### src/rtl/smm_pkg.sv
package smm_pkg;

  typedef enum logic [1:0] {
    MODE_NORMAL   = 2'd0,
    MODE_SMM      = 2'd1,
    MODE_SHUTDOWN = 2'd2
  } smm_mode_e;

  typedef struct packed {
    logic go_smm;
    logic go_nmi;
    logic go_intr;
  } smm_grant_t;

  // Fixed priority at a boundary: SMI, then NMI, then maskable interrupt.
  function automatic smm_grant_t pick_grant(
    input smm_mode_e mode,
    input logic      bnd,
    input logic      smi_p,
    input logic      nmi_p,
    input logic      intr,
    input logic      ien
  );
    smm_grant_t g;
    g = '0;
    if (mode == MODE_NORMAL && bnd) begin
      if (smi_p)            g.go_smm  = 1'b1;
      else if (nmi_p)       g.go_nmi  = 1'b1;
      else if (intr && ien) g.go_intr = 1'b1;
    end
    return g;
  endfunction

endpackage

### src/rtl/smm_req_latch.sv
module smm_req_latch (
  input  logic clk,
  input  logic rst_n,
  input  logic smi_src_a,
  input  logic smi_src_b,
  input  logic nmi_in,
  input  logic smi_served,
  input  logic nmi_served,
  output logic smi_pend,
  output logic nmi_pend
);
  logic smi_any;
  logic smi_pend_d;
  logic nmi_pend_d;

  assign smi_any = smi_src_a | smi_src_b;

  // An NMI arriving alongside an SMI request is dropped.
  assign smi_pend_d = (smi_pend & ~smi_served) | smi_any;
  assign nmi_pend_d = (nmi_pend & ~nmi_served) | (nmi_in & ~smi_any);

  always_ff @(posedge clk or negedge rst_n) begin
    if (!rst_n) begin
      smi_pend <= 1'b0;
      nmi_pend <= 1'b0;
    end else begin
      smi_pend <= smi_pend_d;
      nmi_pend <= nmi_pend_d;
    end
  end
endmodule

### src/rtl/smm_mode_fsm.sv
module smm_mode_fsm
  import smm_pkg::*;
(
  input  logic       clk,
  input  logic       rst_n,
  input  smm_grant_t grant,
  input  logic       rsm_exec,
  input  logic       state_ok,
  output smm_mode_e  mode,
  output logic       enter_q,
  output logic       nmi_q,
  output logic       intr_q,
  output logic       ud_q
);
  smm_mode_e mode_d;
  logic      ud_d;

  always_comb begin
    mode_d = mode;
    ud_d   = 1'b0;
    unique case (mode)
      MODE_NORMAL: begin
        if (grant.go_smm) mode_d = MODE_SMM;
        ud_d = rsm_exec;
      end
      MODE_SMM: begin
        if (rsm_exec) mode_d = state_ok ? MODE_NORMAL : MODE_SHUTDOWN;
      end
      default: mode_d = MODE_SHUTDOWN;
    endcase
  end

  always_ff @(posedge clk or negedge rst_n) begin
    if (!rst_n) begin
      mode    <= MODE_NORMAL;
      enter_q <= 1'b0;
      nmi_q   <= 1'b0;
      intr_q  <= 1'b0;
      ud_q    <= 1'b0;
    end else begin
      mode    <= mode_d;
      enter_q <= grant.go_smm;
      nmi_q   <= grant.go_nmi;
      intr_q  <= grant.go_intr;
      ud_q    <= ud_d;
    end
  end
endmodule

### src/rtl/smm_entry_counter.sv
module smm_entry_counter #(
  parameter int CNT_W = 32
) (
  input  logic             clk,
  input  logic             rst_n,
  input  logic             bump,
  output logic [CNT_W-1:0] count
);
  localparam logic [CNT_W-1:0] ONE = CNT_W'(1);

  function automatic logic [CNT_W-1:0] step(input logic [CNT_W-1:0] v);
    return v + ONE;
  endfunction

  always_ff @(posedge clk or negedge rst_n) begin
    if (!rst_n)    count <= '0;
    else if (bump) count <= step(count);
  end
endmodule

### src/rtl/smm_ctrl.sv
module smm_ctrl
  import smm_pkg::*;
#(
  parameter int CNT_W = 32
) (
  input  logic             clk,
  input  logic             rst_n,
  input  logic             smi_pin_req,
  input  logic             smi_apic_req,
  input  logic             nmi_req,
  input  logic             intr_req,
  input  logic             if_flag,
  input  logic             insn_bnd,
  input  logic             rsm_exec,
  input  logic             state_ok,
  output logic             smm_enter,
  output logic             in_smm,
  output logic             nmi_take,
  output logic             intr_take,
  output logic             ud_fault,
  output logic             shut_down,
  output logic [CNT_W-1:0] smi_count
);
  smm_mode_e  mode;
  smm_grant_t grant;
  logic       smi_pend;
  logic       nmi_pend;
  logic       go_smm;
  logic       go_nmi;
  logic       go_intr;

  smm_req_latch u_latch (
    .clk        (clk),
    .rst_n      (rst_n),
    .smi_src_a  (smi_pin_req),
    .smi_src_b  (smi_apic_req),
    .nmi_in     (nmi_req),
    .smi_served (go_smm),
    .nmi_served (go_nmi),
    .smi_pend   (smi_pend),
    .nmi_pend   (nmi_pend)
  );

  assign grant   = pick_grant(mode, insn_bnd, smi_pend, nmi_pend, intr_req, if_flag);
  assign go_smm  = grant.go_smm;
  assign go_nmi  = grant.go_nmi;
  assign go_intr = grant.go_intr;

  smm_mode_fsm u_fsm (
    .clk      (clk),
    .rst_n    (rst_n),
    .grant    (grant),
    .rsm_exec (rsm_exec),
    .state_ok (state_ok),
    .mode     (mode),
    .enter_q  (smm_enter),
    .nmi_q    (nmi_take),
    .intr_q   (intr_take),
    .ud_q     (ud_fault)
  );

  smm_entry_counter #(.CNT_W(CNT_W)) u_cnt (
    .clk   (clk),
    .rst_n (rst_n),
    .bump  (go_smm),
    .count (smi_count)
  );

  assign in_smm    = (mode == MODE_SMM);
  assign shut_down = (mode == MODE_SHUTDOWN);
endmodule

### config.mk
export PLATFORM = sky130hd
export DESIGN_NAME = smm_ctrl
export DESIGN_NICKNAME = d
export VERILOG_FILES = /design/src/rtl/smm_pkg.sv /design/src/rtl/smm_req_latch.sv /design/src/rtl/smm_mode_fsm.sv /design/src/rtl/smm_entry_counter.sv /design/src/rtl/smm_ctrl.sv
export SDC_FILE = /design/constraint.sdc
export NUM_CORES = 1
export LEC_CHECK = 0
export ABC_AREA = 1
export BUFFER_PORTS_ARGS = -buffer_cell sky130_fd_sc_hd__buf_4
export CAP_MARGIN = 20
export CORE_MARGIN = 10
export CORE_UTILIZATION = 35
export CTS_CLUSTER_DIAMETER = 50
export DETAILED_ROUTE_END_ITERATION = 7
export HOLD_SLACK_MARGIN = 0.05
export SYNTH_ARGS = -nofsm -noshare
export SYNTH_HDL_FRONTEND = slang
export SYNTH_SLANG_ARGS = --single-unit
### constraint.sdc
create_clock -name clk -period 2 [get_ports clk]
set_clock_uncertainty 0.1 [all_clocks]
set_input_delay 0.6 -clock clk [delete_from_list [all_inputs] [get_ports clk]]
set_output_delay 0.6 -clock clk [all_outputs]
set_load 0.005 [all_outputs]
### Word level (Yosys, flattened, before mapping)

Index checks and enable logic that the tools add are counted.

| storage, ports and cells | value |
|---|---|
| flip-flop bits (word level) | 40 |
| input bits | 10 |
| word-level logic and storage cells | 37 |

| cells by class | value |
|---|---|
| bitwise gates (word level) | 9 |
| equal/unequal tests | 4 |
| reduce and logical (&&, ||, !) cells | 4 |
| muxes and demuxes | 11 |
| add/sub/neg operators | 1 |

Operators by type and width:

| kind | count |
|---|---|
| adder 32 x 1 -> 32 bit, second input constant | 1 |
| two-way mux 2 bit | 4 |
| two-way mux 1 bit | 5 |
| case mux 2 bit (2 select lines) | 1 |
| AND 1 bit | 3 |
| two-way mux 3 bit | 1 |
| NOT 1 bit | 3 |
| bitwise OR 1 bit | 3 |
| == test 2 x 1 -> 1 bit, second input constant | 1 |
| == test 2 bit, second input constant | 1 |
| logical AND 1 bit | 2 |
| zero test 2 bit | 1 |
| != test 2 x 1 -> 1 bit, second input constant | 1 |
| != test 2 bit, second input constant | 1 |
| AND reduction 2 bit | 1 |

### Longest topological paths before layout

Gate-level depths: netlist of the first run.

| logic depth | value |
|---|---|
| depth after elaboration | 8 |
| depth in mapped cells | 9 |

### Cells and area by module

From an unflattened synthesis of the first run, not the netlist that was laid out.

| second synthesis, totals | value |
|---|---|
| cells, all modules | 271 |
| area, all modules | 2105.8 µm² |

By module, submodules not included:

| module | area each (µm²) | times used | sequential area each (µm²) | cells an instance |
|---|---|---|---|---|
| smm_entry_counter | 1761.7 | 1 | 800.8 | 229 |
| smm_mode_fsm | 200.2 | 1 | 150.1 | 18 |
| smm_req_latch | 80.1 | 1 | 50.0 | 9 |
| smm_ctrl | 63.8 | 1 | 0.0 | 15 |

### Worst setup path before layout of the first run

No wires, ideal clock.

| path | value |
|---|---|
| kind | flip-flop to flip-flop |
| start point | register u_cnt.count[1] |
| end point | register u_cnt.count[14] |
| slack | 0.474 ns |
| stages on the path, launching flop included | 9 |
| arrival | 1.306 ns |
| period minus slack after synthesis | 1.526 ns |
| cells stage by stage | dfrtp_1 > ha_1 > inv_1 > nor2_2 > nand2_1 > nor2_4 > nand2_2 > o21ai_1 > nand2_1 |

| on the way | value |
|---|---|
| cells in the longest elaborated chain, start to end | 1 |

Ends and longest elaborated chain:

| element | RTL line | source |
|---|---|---|
| start, declared | smm_entry_counter.sv:7 | `output logic [CNT_W-1:0] count` |
| start signal, assigned | smm_entry_counter.sv:17 | `else if (bump) count <= step(count);` |
| adder 32 x 1 -> 32 bit | smm_entry_counter.sv:12 | `return v + ONE;` |

No other way between the ends.
A chain may end at the register's enable or synchronous reset.

### Worst setup path in the final report of the first run

| path | value |
|---|---|
| start point | register u_fsm.mode[0] |
| end point | output in_smm |

| on the way | value |
|---|---|
| cells in the longest elaborated chain, start to end | 1 |

Ends and longest elaborated chain:

| element | RTL line | source |
|---|---|---|
| start, declared | smm_mode_fsm.sv:9 | `output smm_mode_e mode,` |
| start signal, assigned | smm_mode_fsm.sv:41 | `mode <= mode_d;` |
| == test 2 x 1 -> 1 bit | smm_ctrl.sv:69 | `assign in_smm = (mode == MODE_SMM);` |
| end, declared | smm_ctrl.sv:17 | `output logic in_smm,` |

No other way between the ends.

==> results of run 1 <==
[state kept, by name, indices dropped and copies added, names as in the netlist]
signal and cells:
u_latch.smi_pend 1, u_fsm.enter_q 1, u_fsm.mode 2, u_fsm.ud_q 1
u_fsm.intr_q 1, u_latch.nmi_pend 1, u_cnt.count 32, u_fsm.nmi_q 1
[worst max-delay path, stage by stage (launching register included)]
cell	delay [ns]
dfrtp_1	0.41
inv_1	0.07
nor2_1	0.13
buf_4	0.13
[report_power, final]
| part | switching [mW] | total [mW] | internal (mW) |
|---|---|---|---|
| Sequential | 0.0000370 | 0.808 | 0.808 |
| Combinational | 0.0201 | 0.0320 | 0.0118 |
| Clock | 0.315 | 0.691 | 0.376 |
[routing by layer]
layer	GRT usage (%)	routed length [um]	part of all wire, %	vias to the layer above
met2	19.4	2710	49	39
li1	-	-	-	959
met5	0	0	0	-
met1	13.3	2400	43	908
met4	4.96	119	2.1	0
met3	3.42	318	5.7	10
[synthesized netlist by cell type (all sizes together)]
cell,instances,share of area [%]
xnor2,4,1.6
clkinv,1,0.23
and2,1,0.29
nor3b,1,0.35
inv,35,6.1
o21ai,6,1.4
nand2,95,17
dfrtp,40,46
nand3b,9,3.1
nor4,1,0.29
nor3,7,3.9
o31ai,1,0.35
nand3,6,2.0
nand4,18,5.2
nor2,34,7.2
ha,1,0.58
xor2,9,3.6
buf,1,0.52
[worst min path at each step]
| stage | startpoint | end | cells after the start |
|---|---|---|---|
| global route | rst_n | u_fsm.nmi_q | 1 |
| detailed placement | u_latch.nmi_pend | u_fsm.intr_q | 1 |
| finish | rst_n | u_fsm.nmi_q | 1 |
| global placement | u_latch.nmi_pend | u_fsm.intr_q | 1 |
| CTS | rst_n | u_fsm.nmi_q | 1 |
| floorplan | rst_n | u_cnt.count[0] | 0 |
[through the flow]
stage / std cells / power (mW) / util (%) / area, sq um
floorplan: 270 / 0.827 / - / 2160
global placement: 391 / 0.857 / 43.6 / 2600
detailed placement: 391 / 0.858 / 43.6 / 2600
CTS: 399 / 1.55 / 45.5 / 2710
global route: 399 / 1.57 / 45.5 / 2710
finish: 399 / 1.53 / 45.5 / 2710
[cells by family (layout without fill, tap and decap cells)]
logic type      count (synthesis)  count (layout)  synth area share [%]
flops                          40              40                  46.3
xor+xnor                       13              13                  5.27
simple gates                  172             172                  39.3
buf+inv                        37              91                  6.83
fa+ha+maj                       1               1                 0.579
compound gates                  7               7                  1.74
[final cells by class]
| class | instances | area (sq um) | share of cell area, % |
|---|---|---|---|
| Tap cell | 75 | 93.8 | 3.46 |
| Clock inverter | 3 | 46.3 | 1.71 |
| Sequential cell | 40 | 1000 | 36.9 |
| Multi-Input combinational cell | 193 | 1010 | 37.4 |
| Clock buffer | 5 | 68.8 | 2.54 |
| Timing Repair Buffer | 47 | 353 | 13.0 |
| Inverter | 36 | 136 | 5.03 |
==> flow_summary.yaml, run 1 <==
setup_path:
  worstSetupPathType: "flip-flop to primary output"
  required_ns: 1.30
  reg2reg_depth: 8
  path_max_fanout: 4
  rr_startpoint: "u_cnt.count[1]"
  reg2reg_to: "u_cnt.count[16]"
  crit_end: "in_smm"
  startpoint: "u_fsm.mode[0]"
  cp.arrival_ns: 1.05
  r2r_setup_slack_ns: 0.27
  cp-end-kind: "primary output"
  crit_path_start_kind: "flip-flop"
route:
  initialDrtViolationCount: 74
  wl_per_cell_um: 13.9
  drc: 0
  vias_per_cell: 4.80
  vias: 1916
  ant_nets: 0
  first_pass_iters: 4
  routed_wirelength_um: 5540
flow_run:
  maxCapViolCount: 0
cts:
  cts_made_buffers: 5
  cts_tree: "built"
  cts_sinks: 40
  worst_skew_pair.late_latency_ns: 0.30
  clk_pin_slew_ns: 0.09
  postCtsResizedCells: 0
  clock_path_buffers: 2
  hold_buffers: 0
  cts_root_buffer: "clkbuf_8"
  cts_setup_buffers: 0
  h-tree-depth: 2
logic_synthesis:
  yosysWarnings: 0
  ys_seq_area_share_pct: 46.3
  syn_avg_cell_area_sq_um: 8.01
  synth-seq-cells: 40
  synthCells: 270
  syn_nets: 281
  ys_types: 26
  synth_area_sq_um: 2160
timing:
  rsz0062_at_grt: "no"
  finalWorstSetupSlack_ns: 0.252
  worstMarginPinSlew_ns: 0.524
  min_period_ns: 1.75
  setup_tns_ns: 0
  slew_headroom_pct: 65.1
  max_freq_ghz: 0.572
  slew_viol_final: 0
  setup_viol: 0
  timing.final.hold_violations: 0
  fin_crit_sh_pct: 87.4
  fin_hold_ws_ns: 0.160
cells_and_area:
  fin_nets: 334
  antennaDiodeCount: 0
  drive_gt1_share_pct: 23.1
  mostFrequentLayoutCells: "nand2_1, buf_4, dfrtp_1, inv_1, nor2_1"
  area_delta_synth_final_pct: 25.5
  final_common_cell: "nand2_1"
  fillers: 624
floorplan:
  rows: 28
  coreArea_sq_um: 5960
  ioPinCount: 48
  die_w_um: 98.6
  initial_core_util_pct: 36.3
  die_area_sq_um: 9720
  die_h_um: 98.6
global_route:
  grt_pass1_vias: 1921
  grt_max_degree: 41
  antenna_found_initial: 0
  grt_pass1_wl_um: 9230
  grtUsageTotal_pct: 11.6
  grt-ovfl-total: 0
pwr:
  leakage_nw: 1.43
  max-vdd-ir-drop_uv: 281
  power.density_nw_per_um2: 564
place:
  place.gp.congestion: 0.851
  dp_slack_ns: 0.207
  hpwl_um: 4300
  port_buffers: 47
outcome:
  status: "finished, final reports clean"
worst_hold_path:
  hold_path_class: "input port to asynchronous set/reset pin"
No activity file was read; power rests on OpenSTA's default activity.
==> run 2: changes to the inputs <==
Settings changed: ABC_AREA 1 to unset, GPL_TIMING_DRIVEN set to 0, TNS_END_PERCENT set to 10.
==> run 2 against run 1 <==
- combinational power grew to 9.8 times the previous value
- clock power is 32% higher
- first-iteration DRC count is 26% lower
- synthesized area is 20% lower
- via count is 36% lower
- hold slack better by 0.019 ns
- synthesized cell count is 46% lower
- design area is 14% lower
- global-route usage is 1.9 points lower
- setup slack worse by 0.054 ns
- critical path depth is 3 higher
- critical path type is now flip-flop to flip-flop
- critical endpoint is now u_cnt.count[31]
- largest cell class is now sequential cells
==> flow_summary.yaml, run 2 <==
logic_synthesis:
  synth_area_leader_cell: "dfrtp_1"
  syn_nets: 158
  synth_area_sq_um: 1740
  synth-main-ff-cell: "dfrtp_1"
  ys_types: 29
  ys_seq_area_share_pct: 57.6
  post-synth-top-count-cell: "dfrtp_1"
  yosysTopAreaCellShare_pct: 57.6
  synth_area_leaders: "dfrtp_1, xnor2_1, nand2_1"
  syn_avg_cell_area_sq_um: 11.8
  yosysWarnings: 0
  synth-async-reset-ratio_pct: 100
  synth-seq-cells: 40
  yosys-top-cells-count: "dfrtp_1, xnor2_1, nand2_1"
  synth-edff-count: 0
  synthCells: 147
timing:
  worstMarginPinSlew_ns: 0.504
  slew_headroom_pct: 66.4
  fin_crit_sh_pct: 90.1
  min_period_ns: 1.80
  slew_viol_final: 0
  fin_hold_ws_ns: 0.179
  max_freq_ghz: 0.555
  timing.final.hold_violations: 0
  finalWorstSetupSlack_ns: 0.198
  setup_viol: 0
  setup_tns_ns: 0
  rsz0062_at_grt: "no"
setup_path:
  required_ns: 2.07
  critPathSlowestCell: "dfrtp_1"
  path_max_fanout: 7
  cp-end-kind: "flip-flop"
  r2r_setup_slack_ns: 0.20
  cp.arrival_ns: 1.87
  crit_path_start_kind: "flip-flop"
  cpPeakStageDelay_ns: 0.43
  worstPathCellList: "and4bb_1 > buf_4 > nand3_4 > nor3_4 > nand3_1 > xnor2_1"
  crit_buf_inv: 1
  critPathTopFamily: "simple AND/OR/NAND/NOR gates"
  worstSetupPathType: "flip-flop to flip-flop"
cells_and_area:
  largest_reg_flops: 32
  antennaDiodeCount: 0
  final_common_cell: "buf_4"
  multi_input_area_sq_um: 721
  fin_nets: 212
  top_register: "u_cnt.count"
  area.sequential_sq_um: 1000
  mostFrequentLayoutCells: "buf_4, dfrtp_1, xnor2_1, nand2_1, nand3_1"
  drive_gt1_share_pct: 33.2
  fillers: 471
  reg_top3: "u_cnt.count: 32 flops, u_fsm.mode: 2 flops"
  area_delta_synth_final_pct: 34.3
pwr:
  power_frac_seq_pct: 44.9
  p_int_mw: 1.69
  p_sw_uw: 525
  power.density_nw_per_um2: 949
  leakage_nw: 1.16
  max-vdd-ir-drop_uv: 659
  clock_power_share_pct: 41.0
  total_power_mw: 2.21
  comb_power_share_pct: 14.1
  p_sw_share_pct: 23.7
cts:
  cts_tree: "built"
  cts_sinks: 40
  postCtsResizedCells: 0
  cts_root_buffer: "clkbuf_8"
  h-tree-depth: 2
  cts_made_buffers: 5
  worst_skew_pair.late_latency_ns: 0.28
  cts_setup_buffers: 0
  clock_path_buffers: 2
  hold_buffers: 0
  clk_pin_slew_ns: 0.08
place:
  dp_slack_ns: 0.0159
  place.gp.congestion: 0.766
  hpwl_um: 3030
  port_buffers: 47
floorplan:
  ioPinCount: 48
  die_h_um: 90.4
  rows: 25
  die_area_sq_um: 8180
  initial_core_util_pct: 36.5
  die_w_um: 90.4
  coreArea_sq_um: 4750
global_route:
  grt-ovfl-total: 0
  grt_pass1_vias: 1369
  grtUsageTotal_pct: 9.70
  grt_pass1_wl_um: 6550
  grt_max_degree: 41
  antenna_found_initial: 0
route:
  vias_per_cell: 4.54
  drc: 0
  initialDrtViolationCount: 55
  vias: 1220
  routed_wirelength_um: 3940
  first_pass_iters: 4
  ant_nets: 0
  wl_per_cell_um: 14.6
worst_hold_path:
  hold_path_class: "input port to asynchronous set/reset pin"
flow_run:
  maxCapViolCount: 0
outcome:
  status: "finished, final reports clean"
## run 2: changes by cell type after synthesis, sizes merged, moves of 2 or more
cell    previous run  this run
xnor2              4        23
inv               35         2
nor2              34        10
and3               0         3
nand3b             9         0
and4               0         3
nor2b              0         2
nand2             95        21
o21ai              6         1
nand3              6        13
nand4             18         6
## run 2: path summary, 6_finish.rpt
path	from	end	cells past startpoint
hold / removal	rst_n	u_fsm.mode[0]	1
max in group asynchronous	rst_n	u_latch.nmi_pend	1
min in group clk	u_latch.nmi_pend	u_fsm.intr_q	1
setup / recovery	u_fsm.mode[0]	u_cnt.count[31]	6
hold reg to reg	u_latch.nmi_pend	u_fsm.intr_q	1
setup reg to reg	u_fsm.mode[0]	u_cnt.count[31]	6
## run 2: area by class of cell
cell class,count,share of cell area [%]
flip-flops and latches,40,42.9
repair buffers,47,15.1
inverters,2,0.322
multi-input cells,104,30.9
clock buffers,5,2.95
plain buffers,1,0.322
clock inverters,3,3.86
well taps,67,3.59
## run 2: layer usage
metal  global-route usage (%)  up-vias  part of all wire (%)
met5                        0        -                     0
met4                     3.58        0                  0.58
met3                     3.41        2                   5.4
met2                     16.8       27                    50
met1                     10.7      590                    44
li1                         -      601                     -
## run 2: cell families after synthesis
kind of cell	count (synthesis)	synth area share, %
mux	1	0.648
xor+xnor	31	15.6
simple gates	68	23.3
compound gates	3	1.15
flops	40	57.6
fa+ha+maj	1	0.720
buf+inv	3	0.865
## run 2: metrics by stage
stage	area (sq um)	utilization, %	instances
6_report	2330	49.1	269
5_1_grt	2330	49.1	269
4_1_cts	2330	49.1	269
3_5_place_dp	2170	45.7	261
3_3_place_gp	2170	45.7	261
2_1_floorplan	1740	-	147
## run 2: power groups by stage
stage | sequential, mW | combinational [mW] | clock [mW]
6_report | 0.994 | 0.312 | 0.909
4_1_cts | 0.997 | 0.326 | 0.921
3_5_place_dp | 1.01 | 0.325 | 0
2_1_floorplan | 0.995 | 0.145 | 0
3_3_place_gp | 1.00 | 0.315 | 0
5_1_grt | 1.01 | 0.350 | 0.950
==> run 3: changes to the inputs <==
Settings changed: ABC_AREA set to 1.
==> run 3 against run 2 <==
- via count grew 55%
- critical path type unchanged
- critical path depth grew 2
- non-clock buffer count unchanged
- register-to-register slack better by 0.04 ns
- combinational power shrank 90%
- total power shrank 31%
- highest routed layer unchanged
- wire length is 39% higher
- flip-flop and latch count stayed put
- cell count rose by 49%
- fmax rose by 2.3%
- first-iteration DRC count grew 62%
- core utilization decreased by 3.3 points
==> flow_summary.yaml, run 3 (same netlist as run 1, synthesis figures left out) <==
floorplan:
  die_area_sq_um: 9720
  coreArea_sq_um: 5960
  rows: 28
  die_w_um: 98.6
  initial_core_util_pct: 36.3
  die_h_um: 98.6
  ioPinCount: 48
cts:
  cts_tree: "built"
  worst_skew_pair.late_latency_ns: 0.30
  clk_pin_slew_ns: 0.08
  clock_path_buffers: 2
  h-tree-depth: 2
  cts_made_buffers: 5
  cts_sinks: 40
  cts_root_buffer: "clkbuf_8"
  cts_setup_buffers: 0
  postCtsResizedCells: 0
  hold_buffers: 0
setup_path:
  rr_startpoint: "u_cnt.count[1]"
  cp-end-kind: "flip-flop"
  reg2reg_to: "u_cnt.count[14]"
  cp.arrival_ns: 1.85
  critPathTopFamily: "simple AND/OR/NAND/NOR gates"
  required_ns: 2.08
  crit_top_cell: "nand2_1"
  critPathSlowestCell: "dfrtp_1"
  cpPeakStageDelay_ns: 0.39
  reg2reg_depth: 8
  startpoint: "u_cnt.count[1]"
  path_max_fanout: 6
  worstSetupPathType: "flip-flop to flip-flop"
  crit_end: "u_cnt.count[14]"
  crit_buf_inv: 1
  cp_num_cells: 8
  crit_path_start_kind: "flip-flop"
  r2r_setup_slack_ns: 0.24
  worstPathCellList: "ha_1 > inv_1 > nor2_2 > nand2_1 > nor2_4 > nand2_2 > o21ai_1 > nand2_1"
pwr:
  power.density_nw_per_um2: 557
  max-vdd-ir-drop_uv: 272
  leakage_nw: 1.44
place:
  place.gp.congestion: 0.830
  hpwl_um: 4300
  place_area_sq_um: 2610
  dp_slack_ns: 0.216
  port_buffers: 47
  dp.cells: 392
cells_and_area:
  fillers: 645
  area_delta_synth_final_pct: 26.0
  fin_nets: 335
  antennaDiodeCount: 0
  fin_area_sq_um: 2720
  largest_reg_flops: 32
  mostFrequentLayoutCells: "nand2_1, buf_4, dfrtp_1, inv_1, nor2_1"
  reg_top3: "u_cnt.count: 32 flops, u_fsm.mode: 2 flops"
  top_register: "u_cnt.count"
  final_cells: 400
  drive_gt1_share_pct: 23.4
  final_common_cell: "nand2_1"
route:
  ant_nets: 0
  initialDrtViolationCount: 89
  vias_per_cell: 4.74
  first_pass_iters: 4
  vias: 1896
  wl_per_cell_um: 13.6
  drc: 0
  routed_wirelength_um: 5460
timing:
  finalWorstSetupSlack_ns: 0.239
  fin_crit_sh_pct: 88.1
  min_period_ns: 1.76
  slew_viol_final: 0
  rsz0062_at_grt: "no"
  setup_tns_ns: 0
  worstMarginPinSlew_ns: 0.517
  max_freq_ghz: 0.568
  setup_viol: 0
  slew_headroom_pct: 65.5
  timing.final.hold_violations: 0
worst_hold_path:
  hold_path_class: "input port to asynchronous set/reset pin"
global_route:
  grt_max_degree: 41
  grt_pass1_vias: 1827
  grt_pass1_wl_um: 9010
  grt-ovfl-total: 0
  grtUsageTotal_pct: 11.4
  antenna_found_initial: 0
outcome:
  status: "finished, final reports clean"
flow_run:
  maxCapViolCount: 0
run 3: worst min-delay path by stage:
stage / startpoint / end / slack [ns] / cells after the start
6_report: rst_n / u_fsm.mode[1] / 0.17 / 1
5_1_grt: rst_n / u_fsm.mode[1] / 0.20 / 1
4_1_cts: rst_n / u_fsm.mode[1] / 0.18 / 1
3_5_place_dp: u_latch.nmi_pend / u_fsm.intr_q / 0.34 / 1
3_3_place_gp: u_latch.nmi_pend / u_fsm.intr_q / 0.33 / 1
2_1_floorplan: rst_n / u_cnt.count[0] / 0.20 / 0
run 3: layout make-up:
cell class	count	area, sq um	share of cell area [%]
Multi-Input combinational cell	193	1010	37.2
Clock inverter	3	46.3	1.70
Inverter	36	136	5.01
Tap cell	75	93.8	3.45
Clock buffer	5	68.8	2.53
Timing Repair Buffer	47	353	13.0
Sequential cell	40	1000	36.7
Buffer	1	11.3	0.413
run 3: worst register-to-register path: stages, from the launching register on:
cell     delay, ns
dfrtp_1       0.39
ha_1          0.16
inv_1         0.05
nor2_2        0.17
nand2_1       0.20
nor2_4        0.21
nand2_2       0.15
o21ai_1       0.16
nand2_1       0.07
run 3: report_power, final:
part	internal [mW]	total, mW	switching [mW]
Clock	0.376	0.678	0.302
Sequential	0.808	0.808	0.0000352
Combinational	0.0118	0.0317	0.0199
Total	1.20	1.52	0.322
run 3: metal layers:
| metal | wire length (um) | global-route usage [%] | part of all wire (%) | vias up |
|---|---|---|---|---|
| met3 | 226 | 3.35 | 4.1 | 8 |
| met1 | 2440 | 13.2 | 45 | 900 |
| met2 | 2680 | 19.1 | 49 | 24 |
| met4 | 109 | 4.85 | 2.0 | 0 |
| li1 | - | - | - | 964 |
| met5 | 0 | 0 | 0 | - |
run 3: per-stage QoR:
stage	total power [mW]	utilization, %	hold slack, ns
after global routing	1.58	45.7	0.197
after CTS	1.55	45.7	0.181
after global placement	0.857	43.8	0.331
after floorplan	0.827	-	0.204
after detailed placement	0.858	43.8	0.337
final	1.52	45.7	0.167
